`src/rtl/eff_addr_unit.sv`:
```
module eff_addr_unit (
  input  logic        clk,
  input  logic        rst_n,
  input  logic        start,
  input  logic        wr,
  input  logic [3:0]  mode,
  input  logic [7:0]  op1,
  input  logic [7:0]  op2,
  input  logic [7:0]  idx_x,
  input  logic [7:0]  idx_y,
  input  logic [7:0]  acc,
  output logic        mem_rd,
  output logic [15:0] mem_addr,
  input  logic [7:0]  mem_data,
  output logic        done,
  output logic [15:0] ea,
  output logic        err,
  output logic        direct,
  output logic [7:0]  direct_val
);
  localparam logic [3:0] M_ZP = 4'd0, M_ZPB = 4'd1, M_ZPX = 4'd2, M_ZPY = 4'd3;
  localparam logic [3:0] M_ABS = 4'd4, M_ABSX = 4'd5, M_ABSY = 4'd6;
  localparam logic [3:0] M_IZP = 4'd7, M_IZPX = 4'd8, M_IZPY = 4'd9;
  localparam logic [3:0] M_ACC = 4'd10, M_IMM = 4'd11;

  typedef enum logic [1:0] {S_IDLE, S_REQ_LO, S_REQ_HI, S_FIN} state_t;
  state_t st;

  logic [3:0]  m_q;
  logic [7:0]  op1_q, x_q, y_q, lo_q;
  logic [15:0] d_ea;
  logic        d_err, d_dir, indir;
  logic [7:0]  d_val;

  always_comb begin
    d_ea = 16'h0000; d_err = 1'b0; d_dir = 1'b0; d_val = 8'h00; indir = 1'b0;
    case (mode)
      M_ZP, M_ZPB: d_ea = {8'h00, op1};
      M_ZPX:       d_ea = {8'h00, 8'(op1 + idx_x)};
      M_ZPY:       d_ea = {8'h00, op1} + {8'h00, idx_y};
      M_ABS:       d_ea = {op2, op1};
      M_ABSX:      d_ea = {op2, op1} + {8'h00, idx_x};
      M_ABSY:      d_ea = {op2, op1} + {8'h00, idx_y};
      M_IZP, M_IZPX, M_IZPY: indir = 1'b1;
      M_ACC:       begin d_dir = 1'b1; d_val = acc; end
      M_IMM:       if (wr) d_err = 1'b1; else begin d_dir = 1'b1; d_val = op1; end
      default:     d_err = 1'b1;
    endcase
  end

  wire [15:0] ptr_lo = (m_q == M_IZPX) ? {8'h00, 8'(op1_q + x_q)} : {8'h00, op1_q};
  wire [15:0] ptr_hi = (m_q == M_IZPX) ? {8'h00, 8'(op1_q + x_q + 8'd1)}
                                       : {8'h00, op1_q} + 16'd1;

  assign mem_rd   = (st == S_REQ_LO) || (st == S_REQ_HI);
  assign mem_addr = (st == S_REQ_HI) ? ptr_hi : ptr_lo;

  always_ff @(posedge clk) begin
    if (!rst_n) begin
      st <= S_IDLE; m_q <= 4'd0; op1_q <= 8'h00; x_q <= 8'h00; y_q <= 8'h00;
      lo_q <= 8'h00; done <= 1'b0; ea <= 16'h0000; err <= 1'b0;
      direct <= 1'b0; direct_val <= 8'h00;
    end else begin
      done <= 1'b0;
      case (st)
        S_IDLE: if (start) begin
          m_q <= mode; op1_q <= op1; x_q <= idx_x; y_q <= idx_y;
          if (indir) st <= S_REQ_LO;
          else begin
            done <= 1'b1; ea <= d_ea; err <= d_err;
            direct <= d_dir; direct_val <= d_val;
          end
        end
        S_REQ_LO: st <= S_REQ_HI;
        S_REQ_HI: begin lo_q <= mem_data; st <= S_FIN; end
        default: begin
          done <= 1'b1; err <= 1'b0; direct <= 1'b0; direct_val <= 8'h00;
          ea <= {mem_data, lo_q} + ((m_q == M_IZPY) ? {8'h00, y_q} : 16'h0000);
          st <= S_IDLE;
        end
      endcase
    end
  end

  AST_ZPX_PAGE0: assert property (@(posedge clk) disable iff (!rst_n)
    (st == S_IDLE && start && mode == M_ZPX) |=> (ea[15:8] == 8'h00 && done));
  AST_PTRX_PAGE0: assert property (@(posedge clk) disable iff (!rst_n)
    (mem_rd && m_q == M_IZPX) |-> (mem_addr[15:8] == 8'h00));
  AST_ERR_NO_ADDR: assert property (@(posedge clk) disable iff (!rst_n)
    (done && err) |-> (ea == 16'h0000 && !direct));
  AST_DIRECT_QUICK: assert property (@(posedge clk) disable iff (!rst_n)
    (st == S_IDLE && start && !indir) |=> (done && !mem_rd));
  AST_RD_TWO: assert property (@(posedge clk) disable iff (!rst_n)
    $rose(mem_rd) |=> mem_rd);
  AST_RD_THEN_DONE: assert property (@(posedge clk) disable iff (!rst_n)
    $fell(mem_rd) |=> done);
  AST_HOLD_IDLE: assert property (@(posedge clk) disable iff (!rst_n)
    (st == S_IDLE && !start) |=> ($stable(ea) && $stable(err) && $stable(direct)
                                  && $stable(direct_val)));
endmodule

```
`config.mk`:
```
export PLATFORM = sky130hd
export DESIGN_NAME = eff_addr_unit
export DESIGN_NICKNAME = d
export VERILOG_FILES = /design/src/rtl/eff_addr_unit.sv
export SDC_FILE = /design/constraint.sdc
export NUM_CORES = 1
export LEC_CHECK = 0
export ABC_AREA = 1
export BUFFER_PORTS_ARGS = -buffer_cell sky130_fd_sc_hd__buf_2
export CAP_MARGIN = 10
export CORE_MARGIN = 4
export CORE_UTILIZATION = 35
export CTS_CLUSTER_DIAMETER = 40
export DETAILED_ROUTE_END_ITERATION = 6
export GPL_TIMING_DRIVEN = 1
export RECOVER_POWER = 25
export SLEW_MARGIN = 20
export SYNTH_ARGS = -nofsm -noshare
export SYNTH_HDL_FRONTEND = slang
export SYNTH_SLANG_ARGS = --single-unit
export TNS_END_PERCENT = 50
```
`constraint.sdc`:
```
create_clock -name clk -period 6.2 [get_ports clk]
set_clock_uncertainty 0.05 [all_clocks]
set_input_delay 0.31 -clock clk [delete_from_list [all_inputs] [get_ports clk]]
set_output_delay 0.31 -clock clk [all_outputs]
set_load 0.03 [all_outputs]
```
* Word-level counts from Yosys, hierarchy flattened
Index checks and enable logic that the tools add are counted.
** Storage, ports and cells
- Flip-flop bits (word level) :: 65
- Output and inout port bits :: 44
- Logic and storage cells :: 78
** Operators by class
- $add $sub $neg :: 8
- Equality and inequality tests :: 18
- Multiplexer cells :: 30
- Bitwise logic cells :: 1
- Reductions and logical operators :: 10
** Operator list (count)
- case mux 16 bit (6 select lines) :: 1
- adder 16 x 8 -> 16 bit :: 3
- 2-to-1 mux 8 bit :: 5
- 2-to-1 mux 16 bit :: 2
- case mux 16 bit (2 select lines) :: 1
- case mux 8 bit (2 select lines) :: 2
- equality test 4 bit, second input constant :: 6
- 2-to-1 mux 9 bit :: 2
- adder 8 bit :: 2
- equality test 4 x 3 -> 1 bit, second input constant :: 4
- OR reduction 11 bit :: 1
- case mux 1 bit (2 select lines) :: 5
- adder 8 x 1 -> 9 bit, second input constant :: 1
- adder 8 x 8 -> 9 bit :: 1
- 2-to-1 mux 1 bit :: 9
- adder 8 x 1 -> 8 bit, second input constant :: 1
- equality test 4 x 2 -> 1 bit, second input constant :: 2
- inequality test 2 bit, second input constant :: 3
- case mux 2 bit (3 select lines) :: 1
- equality test 4 x 1 -> 1 bit, second input constant :: 1
- logical NOT 4 bit :: 1
- 2-to-1 mux 2 bit :: 2
- AND reduction 2 bit :: 2
- OR reduction 2 bit :: 2
- 7 further kinds :: 7

* Depth between registers and ports, before layout
- Depth after elaboration :: 6
- Mapped depth :: 20

* Least setup slack after synthesis
Ideal clock, no wire load.
- Kind :: reg2out
- Start point :: reg op1_q[0]
- End point :: out mem_addr[6]
- Arrival time :: 2.175 ns
- Required time :: 5.840 ns
- Setup slack :: 3.665 ns
- Stages on the path, launching flop included :: 14
- Path buffers :: 0
- Path through :: dfxtp_1 > ha_1 > inv_1 > fa_1 > inv_1 > ha_1 > inv_1 > nor2_1 > nand2_1 > nor2_1 > nand2_1 > nand2_1 > nand3_1 > a21boi_1
** On the way
- Cells in the longest elaborated chain, start to end :: 4
** RTL lines
- from (decl) :: RTL line 30 : logic [7:0] op1_q, x_q, y_q, lo_q;
- from (signal assigned) :: RTL line 67 : m_q <= mode; op1_q <= op1; x_q <= idx_x; y_q <= idx_y;
- adder 8 bit :: RTL line 51, 52
- adder 8 x 1 -> 8 bit :: RTL line 52 : wire [15:0] ptr_hi = (m_q == M_IZPX) ? {8'h00, 8'(op1_q + x_q + 8'd1)}
- 2-to-1 mux 9 bit :: RTL line 52
- 2-to-1 mux 9 bit * :: RTL line 56 : assign mem_addr = (st == S_REQ_HI) ? ptr_hi : ptr_lo;
- to (decl) :: RTL line 13 : output logic [15:0] mem_addr,
Mark *: on every way between the ends. The rest lies on a longest branch, timed or not.

* Worst setup path in the final report
- Start point :: reg op1_q[0]
- End point :: out mem_addr[5]
Same word-level chain as after synthesis.

==> flow_summary.yaml <==
place:
  place_congestion: 0.953
  placedInstanceArea_sq_um: 6590
  dpl_hpwl_mm: 15.7
  port_buffers: 92
  placed_cells: 1288
  place_worst_setup_slack_ps: 2880
floorplanning:
  full_die_area_sq_um: 19400
  row_count: 47
  fp.dieW_um: 139
  floorplan.io_pins: 100
  start_util_pct: 36.0
  dieHeight_um: 139
  design.core.area_sq_um: 16700
clocking:
  clock_tree_from_tritoncts: "built"
  numClockSinks: 65
  post_cts_hold_buffer_count: 0
  tritoncts.num_buffers: 9
  h-tree-depth: 3
  clock_tree.buffer_depth: 2
  post-cts-setup-buffer-count: 0
  clkSlewWorstSetupHoldPaths_ps: 60
  clock_latency_ps: 320
  cts_root_buf: "sky130_fd_sc_hd__clkbuf_16"
  ctsResizeCount: 0
critical_path:
  critPathKind: "flip-flop to primary output"
  critical_path.cell_chain: "ha_1, inv_1, fa_1, inv_1, nand2_1, nor2_1, nand3_1, nor2_2, nand3_1, nand3_1, nand3_1, o21ai_0, buf_2"
  regToRegEndpoint: "ea[10]$_SDFFE_PN0P_"
  crit_path_frequent_cell: "sky130_fd_sc_hd__nand3_1"
  critPathMaxStageDelay_ps: 440
  critical_path.slowest_cell: "sky130_fd_sc_hd__dfxtp_1"
  r2r_cells: 20
  arrival_time_of_data_at_the_critical_path_endpoint_ps: 2710
  worst-endpoint-required_ps: 5840
  critical_path.n_buffers_inverters: 3
  timing.critical_path.max_delay_family: "simple AND/OR/NAND/NOR gates"
  end_kind: "primary output"
  r2r-start: "m_q[3]$_SDFFE_PN0P_"
  critPathLaunchType: "flip-flop"
  setup.reg_to_reg.worst_slack_ps: 3400
  maximum_fanout_count_along_the_critical_path: 5
synthesis:
  syn-instance-count: 1004
  syn-cell-area_sq_um: 6020
  synth_sequential_area_ratio_pct: 21.6
  synth_edf_count: 0
  average_cell_area_after_synthesis_sq_um: 6.00
  yosysMostFrequentCell: "sky130_fd_sc_hd__nand2_1"
  synth-main-ff-cell: "sky130_fd_sc_hd__dfxtp_1"
  post-synth-top-area-cell: "sky130_fd_sc_hd__dfxtp_1"
  synthesis.yosys.warnings: 0
  synthDistinctLibCells: 40
  top_area_cells_in_the_synthesized_netlist: "sky130_fd_sc_hd__dfxtp_1 22%, sky130_fd_sc_hd__nand2_1 15%, sky130_fd_sc_hd__inv_1 9.6%"
  synth.top_cell.area_share_pct: 21.6
  fraction_of_synthesis_flops_using_an_asynchronous_set_or_reset_pin_pct: 0
  synth.top_cells.by_count: "247 x sky130_fd_sc_hd__nand2_1, 154 x sky130_fd_sc_hd__inv_1, 99 x sky130_fd_sc_hd__nand3_1"
  synth-seq-cells: 65
hold_path:
  hold-path-cell-count: 3
  hold_path_origin: "mem_data[7]"
  hold_path_class: "input port to flip-flop"
  hold-path-endpoint: "lo_q[7]$_SDFFE_PN0P_"
job:
  maxCapViolCount: 0
power_and_ir_drop:
  power.leakage_nw: 3.50
  total_switching_power_mw: 1.21
  power_switching_share_pct: 50.4
  p_int_mw: 1.19
  pwr_density_cell_nw_per_um2: 351
  power_frac_clock_pct: 19.5
  seq_power_share_pct: 26.5
  comb_power_share_pct: 54.0
  max-vdd-ir-drop_mv: 0.239
layout:
  finalInstanceArea_sq_um: 6830
  fin_cells: 1303
  syn2layout_area_growth_pct: 13.5
  design.final.nets: 1185
  diodes: 0
  layout-drive-gt1-share_pct: 10.1
global_routing:
  grt_pass1_wl_mm: 31.3
  largest_net_degree_at_the_start_of_global_routing: 56
  grt_pass1_vias: 5915
  antenna_found_initial: 1
  grt_usage_pct: 19.9
  grt_overflow_total: 0
sta:
  period_share_pct: 49.5
  rsz_0062_raised_after_global_routing: "false"
  maxSlewHeadroom_pct: 40.7
  setup_total_negative_slack_ps: 0
  timing_hold_violations_final: 0
  setup_viol_count_final: 0
  final.setup.worst_slack_ps: 3130
  whs_ps: 211
  final.min_clock_period_ps: 3070
  timing.fmax_ghz: 0.326
  tightest_slew_ps: 889
  timing.final.max_slew_violations: 0
routing:
  post_drt_wl_per_cell_um: 15.1
  drc: 0
  dr.pass1.iters: 5
  dr_total_vias: 6533
  vias_per_cell: 5.01
  ant_nets: 0
  route.final.wire_length_mm: 19.7
  drt-initial-drc-count: 593
outcome:
  run_status: "finished clean"
==> sequential cells by signal (all words and copies together), names as in the netlist <==
signal and count:
done 1, ea 16, m_q 4, y_q 8, direct_val 8, err 1
st 2, op1_q 8, lo_q 8, direct 1, x_q 8
==> final cells by class <==
cell class                      count  area (sq um)
Multi-Input combinational cell    749          3940
Inverter                          160           601
Fill cell                        1859          9870
Tap cell                          220           275
Clock buffer                       10           239
Sequential cell                    65          1300
Timing Repair Buffer               94           444
Clock inverter                      5          32.5
==> worst max-delay path by stage <==
stage / startpoint / to / slack [ps] / cells past startpoint
floorplan: op1_q[0]$_SDFFE_PN0P_ / mem_addr[6] / 3660 / 13
global placement: mode[1] / ea[14]$_SDFFE_PN0P_ / 3000 / 18
detailed placement: mode[1] / ea[10]$_SDFFE_PN0P_ / 2880 / 18
CTS: op1_q[0]$_SDFFE_PN0P_ / mem_addr[5] / 3090 / 13
global route: mode[1] / ea[14]$_SDFFE_PN0P_ / 2900 / 18
finish: op1_q[0]$_SDFFE_PN0P_ / mem_addr[5] / 3130 / 13
==> per-stage QoR <==
stage | power, mW | util [%]
floorplan | 1.62 | -
global placement | 1.94 | 39.5
detailed placement | 1.94 | 39.5
CTS | 2.41 | 41.1
global route | 2.59 | 40.9
finish | 2.40 | 40.9
==> kinds of logic (layout without fill, tap and decap cells) <==
logic type | after synthesis | count (layout) | share of synthesized area, %
simple gates | 475 | 475 | 33.9
compound gates | 199 | 199 | 17.2
buf+inv | 196 | 269 | 13.3
flops | 65 | 65 | 21.6
fa+ha+maj | 50 | 50 | 11.0
xor+xnor | 10 | 10 | 1.45
mux | 8 | 8 | 1.48
other cells | 1 | 7 | 0.0623
==> layer usage <==
metal	wire length (um)	up-vias	global-route usage, %
met5	13	-	0
met4	367	2	5.46
met3	1010	22	2.24
met2	8710	163	31.7
met1	9570	2929	28.5
li1	-	3417	-
==> power groups by stage <==
stage                     Combinational, mW  Sequential [mW]  Clock (mW)
after CTS                              1.31            0.633       0.473
final                                  1.29            0.636       0.467
after floorplan                       0.889            0.726           0
after global placement                 1.30            0.638           0
after detailed placement               1.30            0.640           0
after global routing                   1.46            0.647       0.488
==> layout by cell type (no fill, tap or decap), types with 9 or more instances in the layout <==
master / instances
sky130_fd_sc_hd__nand2_1: 247
sky130_fd_sc_hd__buf_2: 67
sky130_fd_sc_hd__o21ai_0: 93
sky130_fd_sc_hd__inv_1: 154
sky130_fd_sc_hd__nand4_1: 27
sky130_fd_sc_hd__clkbuf_16: 9
sky130_fd_sc_hd__dfxtp_1: 65
sky130_fd_sc_hd__nor2_1: 79
sky130_fd_sc_hd__ha_1: 45
sky130_fd_sc_hd__a21oi_1: 86
sky130_fd_sc_hd__clkbuf_1: 25
sky130_fd_sc_hd__nand3_1: 99
==> worst register-to-register path: stages, from the launching register on <==
cell                      delay [ps]
sky130_fd_sc_hd__dfxtp_1         300
sky130_fd_sc_hd__inv_1            50
sky130_fd_sc_hd__nor2_1           80
sky130_fd_sc_hd__inv_1            60
sky130_fd_sc_hd__nor3_1          200
sky130_fd_sc_hd__inv_1           190
sky130_fd_sc_hd__nor2_1          150
sky130_fd_sc_hd__ha_1            220
sky130_fd_sc_hd__inv_1            70
sky130_fd_sc_hd__fa_1            400
sky130_fd_sc_hd__inv_1            90
sky130_fd_sc_hd__nand3_1          60
sky130_fd_sc_hd__nand3_1         130
sky130_fd_sc_hd__nand2_1          60
sky130_fd_sc_hd__nand2_1         100
sky130_fd_sc_hd__nand2_1          70
sky130_fd_sc_hd__nand2_1          60
sky130_fd_sc_hd__nand2_1          40
sky130_fd_sc_hd__o21ai_0         160
sky130_fd_sc_hd__inv_1            70
sky130_fd_sc_hd__a21oi_1         120
Power figures use the tool's default switching activity.
